==> config.mk <==
export PLATFORM = sky130hd
export DESIGN_NAME = msg_link
export DESIGN_NICKNAME = d
export VERILOG_FILES = /design/src/rtl/msg_link_pkg.sv /design/src/rtl/msg_link_txbuf.sv /design/src/rtl/msg_link_tx.sv /design/src/rtl/msg_link_rx.sv /design/src/rtl/msg_link.sv
export SDC_FILE = /design/constraint.sdc
export NUM_CORES = 1
export LEC_CHECK = 0
export BUFFER_PORTS_ARGS = -buffer_cell sky130_fd_sc_hd__buf_2
export CORE_ASPECT_RATIO = 0.75
export CORE_MARGIN = 2
export CORE_UTILIZATION = 62
export CTS_CLUSTER_DIAMETER = 80
export DETAILED_ROUTE_END_ITERATION = 10
export PLACE_DENSITY = 0.8
export SYNTH_ARGS = -nofsm -noshare
export SYNTH_HDL_FRONTEND = slang
export SYNTH_HIERARCHICAL = 1
export SYNTH_SLANG_ARGS = --single-unit
==> constraint.sdc <==
create_clock -name clk -period 6.19 [get_ports clk]
set_clock_uncertainty 0.2 [all_clocks]
set_input_delay 1.238 -clock clk [delete_from_list [all_inputs] [get_ports clk]]
set_output_delay 1.238 -clock clk [all_outputs]
set_load 0.005 [all_outputs]
==> src/rtl/msg_link_pkg.sv <==
package msg_link_pkg;

    typedef enum logic {
        TX_IDLE,
        TX_SEND
    } tx_state_t;

    typedef enum logic [1:0] {
        RX_HUNT,
        RX_IDLE,
        RX_OPEN
    } rx_state_t;

endpackage

==> src/rtl/msg_link_txbuf.sv <==
// Two-bank message store: one bank fills from the input stream while the
// other is read by the sender. Banks are filled and drained in turn.
module msg_link_txbuf #(
    parameter  int DATA_W    = 32,
    parameter  int MAX_WORDS = 16,
    localparam int IDX_W     = $clog2(MAX_WORDS),
    localparam int CNT_W     = $clog2(MAX_WORDS + 1)
) (
    input  logic                     clk,
    input  logic                     rst,
    input  logic                     in_valid,
    output logic                     in_ready,
    input  logic [DATA_W-1:0]        in_data,
    input  logic                     in_last,
    input  logic                     rd_bank,
    input  logic [IDX_W-1:0]         rd_idx,
    output logic [DATA_W-1:0]        rd_data,
    input  logic                     release_i,
    output logic [1:0]               full_o,
    output logic [1:0][CNT_W-1:0]    cnt_o
);

    localparam logic [CNT_W-1:0] MAXC = CNT_W'(MAX_WORDS);

    logic                  fill_bank;
    logic [CNT_W-1:0]      wcnt;
    logic [1:0]            full_q;
    logic [1:0][CNT_W-1:0] cnt_q;
    logic                  accept;
    logic                  room;
    logic [DATA_W-1:0]     bank_rd [2];

    assign in_ready = !full_q[fill_bank];
    assign accept   = in_valid && in_ready;
    assign room     = wcnt < MAXC;

    // Fill pointer, word counter, per-bank length and full flags
    always_ff @(posedge clk) begin
        if (rst) begin
            fill_bank <= 1'b0;
            wcnt      <= '0;
            full_q    <= '0;
            cnt_q     <= '0;
        end else begin
            if (release_i) begin
                full_q[rd_bank] <= 1'b0;
            end
            if (accept) begin
                if (room) begin
                    wcnt <= wcnt + CNT_W'(1);
                end
                if (in_last) begin
                    full_q[fill_bank] <= 1'b1;
                    cnt_q[fill_bank]  <= room ? wcnt + CNT_W'(1) : MAXC;
                    fill_bank         <= ~fill_bank;
                    wcnt              <= '0;
                end
            end
        end
    end

    generate
        for (genvar b = 0; b < 2; b++) begin : g_bank
            logic [DATA_W-1:0] mem [MAX_WORDS];

            always_ff @(posedge clk) begin
                if (accept && room && (fill_bank == 1'(b))) begin
                    mem[wcnt[IDX_W-1:0]] <= in_data;
                end
            end

            assign bank_rd[b] = mem[rd_idx];
        end
    endgenerate

    assign rd_data = bank_rd[rd_bank];
    assign full_o  = full_q;
    assign cnt_o   = cnt_q;

endmodule

==> src/rtl/msg_link_tx.sv <==
// Sender: walks a stored bank onto the link, strobe high for all but the
// final word, and goes straight to the next bank when it is ready.
module msg_link_tx
    import msg_link_pkg::*;
#(
    parameter  int DATA_W    = 32,
    parameter  int MAX_WORDS = 16,
    localparam int IDX_W     = $clog2(MAX_WORDS),
    localparam int CNT_W     = $clog2(MAX_WORDS + 1)
) (
    input  logic                  clk,
    input  logic                  rst,
    input  logic [1:0]            full_i,
    input  logic [1:0][CNT_W-1:0] cnt_i,
    output logic                  rd_bank_o,
    output logic [IDX_W-1:0]      rd_idx_o,
    input  logic [DATA_W-1:0]     rd_data_i,
    output logic                  release_o,
    output logic                  link_en_o,
    output logic [DATA_W-1:0]     link_data_o
);

    localparam logic [CNT_W-1:0] TWO = CNT_W'(2);

    tx_state_t         state_q;
    tx_state_t         state_d;
    logic              send_bank;
    logic [CNT_W-1:0]  idx;
    logic [CNT_W-1:0]  cur_cnt;
    logic [CNT_W-1:0]  cur_len;
    logic              is_last;
    logic              bank_ready;
    logic [DATA_W-1:0] word;

    assign cur_cnt    = cnt_i[send_bank];
    assign cur_len    = (cur_cnt < TWO) ? TWO : cur_cnt;
    assign is_last    = (idx == cur_len - CNT_W'(1));
    assign bank_ready = full_i[send_bank];
    assign word       = (idx < cur_cnt) ? rd_data_i : '0;
    assign rd_bank_o  = send_bank;
    assign rd_idx_o   = idx[IDX_W-1:0];
    assign release_o  = (state_q == TX_SEND) && is_last;

    // State register
    always_ff @(posedge clk) begin
        if (rst) begin
            state_q <= TX_IDLE;
        end else begin
            state_q <= state_d;
        end
    end

    // Transitions: bank ready, last word out
    always_comb begin
        state_d = state_q;
        unique case (state_q)
            TX_IDLE: if (bank_ready) state_d = TX_SEND;
            TX_SEND: if (is_last)    state_d = TX_IDLE;
        endcase
    end

    // Outputs and word index
    always_ff @(posedge clk) begin
        if (rst) begin
            link_en_o   <= 1'b0;
            link_data_o <= '0;
            idx         <= '0;
            send_bank   <= 1'b0;
        end else begin
            unique case (state_q)
                TX_IDLE: begin
                    if (bank_ready) begin
                        link_en_o   <= 1'b1;
                        link_data_o <= word;
                        idx         <= CNT_W'(1);
                    end else begin
                        link_en_o   <= 1'b0;
                        link_data_o <= '0;
                    end
                end
                TX_SEND: begin
                    link_data_o <= word;
                    link_en_o   <= !is_last;
                    if (is_last) begin
                        idx       <= '0;
                        send_bank <= ~send_bank;
                    end else begin
                        idx <= idx + CNT_W'(1);
                    end
                end
            endcase
        end
    end

endmodule

==> src/rtl/msg_link_rx.sv <==
// Receiver: opens a message on a rising strobe, closes it on the word that
// arrives with the strobe low, and checks the word count.
module msg_link_rx
    import msg_link_pkg::*;
#(
    parameter  int DATA_W    = 32,
    parameter  int MIN_WORDS = 2,
    parameter  int MAX_WORDS = 16,
    localparam int CNT_W     = $clog2(MAX_WORDS + 2)
) (
    input  logic              clk,
    input  logic              rst,
    input  logic              link_en_i,
    input  logic [DATA_W-1:0] link_data_i,
    output logic              rx_valid,
    output logic [DATA_W-1:0] rx_data,
    output logic              rx_sop,
    output logic              rx_eop,
    output logic              rx_len_err,
    output logic              rx_frame_err
);

    localparam logic [CNT_W-1:0] MAXC = CNT_W'(MAX_WORDS);
    localparam logic [CNT_W-1:0] MINC = CNT_W'(MIN_WORDS);

    rx_state_t        state_q;
    rx_state_t        state_d;
    logic [CNT_W-1:0] cnt;
    logic             junk;

    // State register
    always_ff @(posedge clk) begin
        if (rst) begin
            state_q <= RX_HUNT;
        end else begin
            state_q <= state_d;
        end
    end

    // Transitions: strobe low ends hunt, strobe high opens, strobe low closes
    always_comb begin
        state_d = state_q;
        unique case (state_q)
            RX_HUNT: if (!link_en_i) state_d = RX_IDLE;
            RX_IDLE: if (link_en_i)  state_d = RX_OPEN;
            RX_OPEN: if (!link_en_i) state_d = RX_IDLE;
            default: state_d = RX_HUNT;
        endcase
    end

    // Outputs, word count and fragment flag
    always_ff @(posedge clk) begin
        if (rst) begin
            rx_valid     <= 1'b0;
            rx_data      <= '0;
            rx_sop       <= 1'b0;
            rx_eop       <= 1'b0;
            rx_len_err   <= 1'b0;
            rx_frame_err <= 1'b0;
            cnt          <= '0;
            junk         <= 1'b0;
        end else begin
            rx_valid     <= 1'b0;
            rx_sop       <= 1'b0;
            rx_eop       <= 1'b0;
            rx_len_err   <= 1'b0;
            rx_frame_err <= 1'b0;
            unique case (state_q)
                RX_HUNT: begin
                    if (link_en_i) begin
                        junk <= 1'b1;
                    end else begin
                        rx_frame_err <= junk;
                        junk         <= 1'b0;
                    end
                end
                RX_IDLE: begin
                    if (link_en_i) begin
                        rx_valid <= 1'b1;
                        rx_sop   <= 1'b1;
                        rx_data  <= link_data_i;
                        cnt      <= CNT_W'(1);
                    end
                end
                RX_OPEN: begin
                    rx_valid <= 1'b1;
                    rx_data  <= link_data_i;
                    if (link_en_i) begin
                        if (cnt <= MAXC) cnt <= cnt + CNT_W'(1);
                    end else begin
                        rx_eop     <= 1'b1;
                        rx_len_err <= (cnt >= MAXC) || ((cnt + CNT_W'(1)) < MINC);
                    end
                end
                default: ;
            endcase
        end
    end

endmodule

==> src/rtl/msg_link.sv <==
module msg_link #(
    parameter int DATA_W       = 32,
    parameter int TX_MAX_WORDS = 16,
    parameter int RX_MIN_WORDS = 2,
    parameter int RX_MAX_WORDS = 16
) (
    input  logic              clk,
    input  logic              rst,
    input  logic              in_valid,
    output logic              in_ready,
    input  logic [DATA_W-1:0] in_data,
    input  logic              in_last,
    output logic              link_en_o,
    output logic [DATA_W-1:0] link_data_o,
    input  logic              link_en_i,
    input  logic [DATA_W-1:0] link_data_i,
    output logic              rx_valid,
    output logic [DATA_W-1:0] rx_data,
    output logic              rx_sop,
    output logic              rx_eop,
    output logic              rx_len_err,
    output logic              rx_frame_err
);

    localparam int IDX_W = $clog2(TX_MAX_WORDS);
    localparam int CNT_W = $clog2(TX_MAX_WORDS + 1);

    logic                  rd_bank;
    logic [IDX_W-1:0]      rd_idx;
    logic [DATA_W-1:0]     rd_data;
    logic                  release_b;
    logic [1:0]            full_b;
    logic [1:0][CNT_W-1:0] cnt_b;

    msg_link_txbuf #(
        .DATA_W    (DATA_W),
        .MAX_WORDS (TX_MAX_WORDS)
    ) u_txbuf (
        .clk       (clk),
        .rst       (rst),
        .in_valid  (in_valid),
        .in_ready  (in_ready),
        .in_data   (in_data),
        .in_last   (in_last),
        .rd_bank   (rd_bank),
        .rd_idx    (rd_idx),
        .rd_data   (rd_data),
        .release_i (release_b),
        .full_o    (full_b),
        .cnt_o     (cnt_b)
    );

    msg_link_tx #(
        .DATA_W    (DATA_W),
        .MAX_WORDS (TX_MAX_WORDS)
    ) u_tx (
        .clk         (clk),
        .rst         (rst),
        .full_i      (full_b),
        .cnt_i       (cnt_b),
        .rd_bank_o   (rd_bank),
        .rd_idx_o    (rd_idx),
        .rd_data_i   (rd_data),
        .release_o   (release_b),
        .link_en_o   (link_en_o),
        .link_data_o (link_data_o)
    );

    msg_link_rx #(
        .DATA_W    (DATA_W),
        .MIN_WORDS (RX_MIN_WORDS),
        .MAX_WORDS (RX_MAX_WORDS)
    ) u_rx (
        .clk          (clk),
        .rst          (rst),
        .link_en_i    (link_en_i),
        .link_data_i  (link_data_i),
        .rx_valid     (rx_valid),
        .rx_data      (rx_data),
        .rx_sop       (rx_sop),
        .rx_eop       (rx_eop),
        .rx_len_err   (rx_len_err),
        .rx_frame_err (rx_frame_err)
    );

endmodule

Word-level counts from Yosys, hierarchy flattened
Memories as Yosys holds them, arrays and structs flattened. A register that Yosys moved wholly into a read port is not among the register bits.
Cells that the tools add are included.

word-level totals
  register bits = 103
  logic and storage cells = 132
  output and inout port bits = 71
  RAM bits = 1024
  memories kept = 2

cells by class
  magnitude comparators = 11
  bitwise gates (word level) = 10
  reduce and logical (&&, ||, !) cells = 24
  equality and inequality tests = 8
  multiplexer cells = 54
  add/subtract/negate cells = 4

memory list
  name                   words  width  read ports  clocked after memory_dff  write ports  RTL line              text
  u_txbuf.g_bank[0].mem  16     32     1           1                         1            msg_link_txbuf.sv:64  logic [DATA_W-1:0] mem [MAX_WORDS];
  u_txbuf.g_bank[1].mem  16     32     1           1                         1            msg_link_txbuf.sv:64

operator list
  kind                                                    count
  two-way mux 32 bit                                      6
  case mux 32 bit (2 select lines)                        2
  two-way mux 5 bit                                       12
  case mux 5 bit (2 select lines)                         2
  two-way mux 4 bit                                       4
  adder 5 x 1 -> 5 bit (second input constant)            3
  two-way mux 1 bit                                       14
  two-way mux 2 bit                                       6
  bitwise mux 10 bit                                      1
  < comparator 5 x 2 -> 1 bit (second input constant)     2
  AND reduction 2 bit                                     5
  logical AND 1 bit                                       7
  != test 2 bit (second input constant)                   3
  NOT 1 bit                                               6
  case mux 1 bit (2 select lines)                         3
  OR reduction 2 bit                                      3
  OR reduction 3 bit                                      2
  demux 5 bit (select 1 bit)                              1
  == test 5 bit                                           1
  >= comparator 5 bit (second input constant)             1
  less-or-equal comparator 5 bit (second input constant)  1
  < comparator 5 bit                                      1
  < comparator 5 bit (second input constant)              1
  subtractor 5 x 1 -> 5 bit (second input constant)       1
  other kinds (17)                                        23

Depth between registers and ports, before layout
  word-level depth = 12
  depth in mapped cells = 10

Hierarchy
Netlist, hierarchy kept.

modules (own cells, without submodules)
  module          area an instance (sq um)  cells an instance  instances
  msg_link_txbuf  40675.3                   2324               1
  msg_link_rx     1737.9                    213                1
  msg_link_tx     1687.9                    158                1

Worst setup path before layout
OpenSTA, ideal clock, no wires.

  path kind = input to register
  from = in in_valid
  to = mem u_txbuf.g_bank[0].mem[15][0] (enable)
  arrival time = 4392 ps
  data required time = 5488 ps
  buffers on the path = 0
  stages = 2
  slack = 1096 ps
  cell sequence = nand2_1 -> nor4_1

on the way
  word-level cells in the longest chain between the ends = 5

ends and longest elaborated chain
  element                                  RTL line              text
  from (decl)                              msg_link.sv:9         input logic in_valid,
  logical AND 1 bit                        msg_link_txbuf.sv:34  assign accept = in_valid && in_ready;
  logical AND 1 bit (2 in series)          msg_link_txbuf.sv:67  if (accept && room && (fill_bank == 1'(b))) begin
  two-way mux 1 bit                        msg_link_txbuf.sv:67
  two-way mux 1 bit (not written as such)  msg_link_txbuf.sv:68  mem[wcnt[IDX_W-1:0]] <= in_data;
  to (decl)                                msg_link_txbuf.sv:64

No other way between the ends.

Final worst setup path
  from = reg u_tx.idx[2]
  to = reg u_tx.link_data_o[15]

on the way
  word-level cells in the longest chain between the ends = 4

ends and longest elaborated chain
  element                               RTL line           text
  from (decl)                           msg_link_tx.sv:28  logic [CNT_W-1:0] idx;
  from (signal assigned)                msg_link_tx.sv:88  idx <= idx + CNT_W'(1);
  < comparator 5 bit (*)                msg_link_tx.sv:39  assign word = (idx < cur_cnt) ? rd_data_i : '0;
  two-way mux 32 bit (*)                msg_link_tx.sv:39
  two-way mux 32 bit                    msg_link_tx.sv:72  if (bank_ready) begin
  case mux 32 bit (2 select lines) (*)  msg_link_tx.sv:70  unique case (state_q)
  to (signal assigned)                  msg_link_tx.sv:74  link_data_o <= word;
  to (signal assigned)                  msg_link_tx.sv:82  link_data_o <= word;
  to (decl)                             msg_link_tx.sv:20  output logic [DATA_W-1:0] link_data_o

Every way passes the cells marked *; elsewhere a longest branch is shown, timed or not.
A chain may end at the register's enable or synchronous reset.

==> results.toml <==
[yosys]
sequential_to_total_area_share_from_yosys_stat_pct = 74.4
post-synth-top-area-cell = "sky130_fd_sc_hd__edfxtp_1"
share_of_synthesized_registers_carrying_an_async_set_or_reset_pct = 0
synth_fp_nets = 2779
synthesis.instances = 2695
ys_types = 57
synthTopCellsByCount = "1024 x sky130_fd_sc_hd__edfxtp_1, 524 x sky130_fd_sc_hd__mux2i_1, 184 x sky130_fd_sc_hd__nand2_1, 141 x sky130_fd_sc_hd__a21oi_1"
ys.flop_type = "sky130_fd_sc_hd__edfxtp_1"
synth_seq_cells = 1126
post-synth-top-count-cell = "sky130_fd_sc_hd__edfxtp_1"
synth.cell_area_mm2 = 0.0441
synth_edf_count = 1024
synth.top_cells.by_area = "sky130_fd_sc_hd__edfxtp_1 70%, sky130_fd_sc_hd__mux2i_1 12%, sky130_fd_sc_hd__dfxtp_1 4.6%, sky130_fd_sc_hd__a22oi_1 1.7%, sky130_fd_sc_hd__a21oi_1 1.6%"
syn_area_per_cell_um2 = 16.4
synthDominantCellAreaShare_pct = 69.7
yosysWarningCount = 6

[setup_path]
critical_path_fanouts_max = 34
worst-setup-path-type = "flip-flop to flip-flop"
worstPathCellList = "nor2b_4 > buf_4 > a22o_1 > nor3_1 > a31oi_1 > nand3_1 > nor3b_1"
worst_path_largest_cell_delay_ns = 1.00
type_of_element_capturing_the_critical_path = "flip-flop"
worstPathRequired_ns = 6.49
critical_path_slowest_stage_cell = "sky130_fd_sc_hd__nor2b_4"
crit_start = "u_tx/idx[2]$_SDFFE_PP0P_"
rr_worst_depth = 7
setup.worst_path.start_class = "flip-flop"
arrival_ns = 4.02
r2r_start = "u_tx/idx[2]$_SDFFE_PP0P_"
worst_r2r_endpoint = "u_tx/link_data_o[15]$_SDFF_PP0_"
worst-r2r-setup-slack_ns = 2.47

[power]
seq_pwr_share_pct = 53.5
p_leak_nw = 15.1
pd_cells_mw_per_mm2 = 319
internal_pwr_total_mw = 12.3
p_sw_mw = 3.40
p_clk_share_pct = 40.8
vdd_drop_max_v = 0.000293
switching_fraction_of_total_power_pct = 21.7
combPwrFrac_pct = 5.7

[floorplan]
floorplan.core_area_mm2 = 0.0702
rows = 84
initial_utilization_pct = 62.8
top_level_ports = 140
dieArea_mm2 = 0.0733
die-width_um = 312
fp.dieH_um = 235

[sta]
layout_min_cycle_time_ns = 3.72
fin_hold_ws_ns = 0.251
max-slew-margin-rel_pct = 8.89
grt_setup_unrepaired = "no"
setup_failing_eps_final = 0
fmax_mhz = 269
hold_viol = 0
final_min_period_over_clock_period_pct = 60.1
worst-slew-pin-transition_ns = 1.37
timing_max_transition_violations_final = 0
finalSetupTns_ns = 0
finalWorstSetupSlack_ns = 2.47

[route]
maxUsedRoutingLayer = "met4"
wire_per_inst_um = 28.5
remaining_drc_errors = 0
met3_wl_mm = 14.1
drt-total-wl_mm = 110
routed-via-count = 25400
met2RoutedLength_mm = 49.8
drt_first_iter_violations = 4157
vias_per_cell = 6.60
ant_nets = 0
wirelength_met1_mm = 42.6
detail_route.first_pass.iterations = 7

[finish]
final_cells = 3849
finish.net_count = 2895
synthToLayoutAreaGrowth_pct = 11.3
post_route_cells_drive_above_1_share_pct = 13.6
fin_area_mm2 = 0.0491

[global_routing]
total_grt_usage_pct = 29.5
grt_pass1_wl_mm = 160
grt_remaining_overflow = 0
antenna_violations_before_repair = 8
vias_in_the_first_global_route = 24800
largest_net_degree_at_the_start_of_global_routing = 154

[clock_network]
tritoncts_clock_tree = "yes"
clkLatencyLatePin_ns = 0.68
cts_post_setup_buffers_inserted = 0
clockBufferDepth = 3
clock_sinks = 1126
htreeDepth = 3
numCtsBuffers = 101
cts_root_buf = "sky130_fd_sc_hd__clkbuf_16"
hold_buffers = 0
cts.clk_slew.worst_paths_ns = 0.06
cts-resized-gates = 0

[outcome]
run_status = "completed"

[place]
postPlaceCellArea_mm2 = 0.0456
gp_congestion = 0.829
portBuffers = 139
dp.final_hpwl_mm = 60.9
place_worst_setup_slack_ns = 2.01
dp_cells = 3653

[worst_hold_path]
min_path_type = "flip-flop to flip-flop"
holdPathStages = 2
worstHoldStart = "u_rx/junk$_SDFFE_PP0P_"
hold_end = "u_rx/rx_frame_err$_SDFF_PP0_"

[run]
timing.max_cap.violations = 0
placed cells by master, fill, tap and decap left out, types with 4 or more instances in the layout:
cell type / netlist / layout
sky130_fd_sc_hd__edfxtp_1: 1024 / 1024
sky130_fd_sc_hd__mux2i_1: 524 / 524
sky130_fd_sc_hd__nand2_1: 184 / 183
sky130_fd_sc_hd__a21oi_1: 141 / 141
sky130_fd_sc_hd__buf_2: 42 / 139
sky130_fd_sc_hd__a22oi_1: 102 / 102
sky130_fd_sc_hd__nand3_1: 102 / 102
sky130_fd_sc_hd__clkbuf_16: 0 / 101
sky130_fd_sc_hd__dfxtp_1: 102 / 101
sky130_fd_sc_hd__a22o_1: 66 / 66
sky130_fd_sc_hd__nor3_1: 45 / 45
sky130_fd_sc_hd__nor3b_1: 34 / 34
sky130_fd_sc_hd__a31oi_1: 33 / 33
sky130_fd_sc_hd__nor2_4: 0 / 31
sky130_fd_sc_hd__buf_4: 27 / 30
sky130_fd_sc_hd__nor2_1: 60 / 29
sky130_fd_sc_hd__clkbuf_1: 63 / 26
sky130_fd_sc_hd__clkinv_2: 0 / 19
sky130_fd_sc_hd__ha_1: 15 / 15
sky130_fd_sc_hd__clkbuf_8: 0 / 13
sky130_fd_sc_hd__inv_1: 12 / 12
sky130_fd_sc_hd__o21ai_0: 12 / 12
sky130_fd_sc_hd__bufinv_16: 0 / 11
sky130_fd_sc_hd__nor2b_1: 11 / 8
sky130_fd_sc_hd__clkinv_1: 0 / 7
sky130_fd_sc_hd__a211oi_1: 6 / 6
sky130_fd_sc_hd__clkinvlp_4: 0 / 5
sky130_fd_sc_hd__o211ai_1: 5 / 5
sky130_fd_sc_hd__nand2b_1: 7 / 5
sky130_fd_sc_hd__buf_12: 0 / 5
sky130_fd_sc_hd__inv_6: 0 / 4
sky130_fd_sc_hd__o21a_1: 5 / 4
layout make-up:
class	count	area [um2]
Fill cell	4321	21100
Clock buffer	140	2800
Multi-Input combinational cell	1396	10600
Clock inverter	52	619
Sequential cell	1126	32800
Antenna cell	3	7.51
Tap cell	946	1180
Inverter	12	45.0
Timing Repair Buffer	174	1020
per-layer routing:
layer  GRT usage (%)  vias to the layer above
met1            43.2                    12800
met5               0                        -
met4            9.06                        0
li1                -                    10700
met2            44.2                     1677
met3            7.34                      196
cell families (layout without fill, tap and decap cells):
logic type | after synthesis | in the layout | share of synthesized area, %
buffers and inverters | 173 | 378 | 2.25
AND/OR/NAND/NOR | 470 | 470 | 5.12
multiplexers | 527 | 527 | 12.0
XOR/XNOR | 6 | 6 | 0.119
adder cells (fa/ha/maj) | 15 | 15 | 0.426
flip-flops | 1126 | 1126 | 74.4
AO/OA/AOI/OAI | 378 | 378 | 5.75
other | 0 | 3 | 0
worst max-delay path by stage:
stage,cells after the start,slack [ns],endpoint
after global routing,7,2.32,u_tx/link_data_o[15]$_SDFF_PP0_
final,7,2.47,u_tx/link_data_o[15]$_SDFF_PP0_
after detailed placement,6,2.01,u_txbuf/g_bank[1].mem[13][8]$_DFFE_PP_
after floorplan,2,1.10,u_txbuf/g_bank[0].mem[15][0]$_DFFE_PP_
after global placement,6,2.04,u_txbuf/g_bank[1].mem[13][15]$_DFFE_PP_
after CTS,7,2.57,u_tx/link_data_o[15]$_SDFF_PP0_
flip-flops by register name, indices dropped and copies added, names as in the netlist, 5 cells and up:
name and flops:
u_tx/link_data_o 32, u_txbuf/wcnt 5, u_tx/idx 5, u_rx/rx_data 32
u_txbuf/cnt_o 10, u_txbuf/g_bank.mem 1024, u_rx/cnt 5
power groups by stage:
stage	combinational, mW	sequential [mW]	clock [mW]
after floorplan	0.500	8.54	0
after global placement	0.824	8.55	0
after detailed placement	0.852	8.55	0
after CTS	0.863	8.39	6.45
after global routing	0.929	8.39	6.73
final	0.886	8.39	6.40
worst max-delay path: cells and delay by family, from the launching register on:
kind | cells | cell delay, ns
simple gates | 4 | 1.35
flops | 1 | 0.73
compound gates | 2 | 0.66
buf+inv | 1 | 0.57
metrics by stage:
stage                     power [mW]  util [%]
final                           15.7      69.9
after global routing            16.0      69.9
after CTS                       15.7      69.9
after detailed placement        9.40      65.0
after floorplan                 9.04         -
after global placement          9.37      65.0
Note: power is estimated with default switching activity, not from simulation.
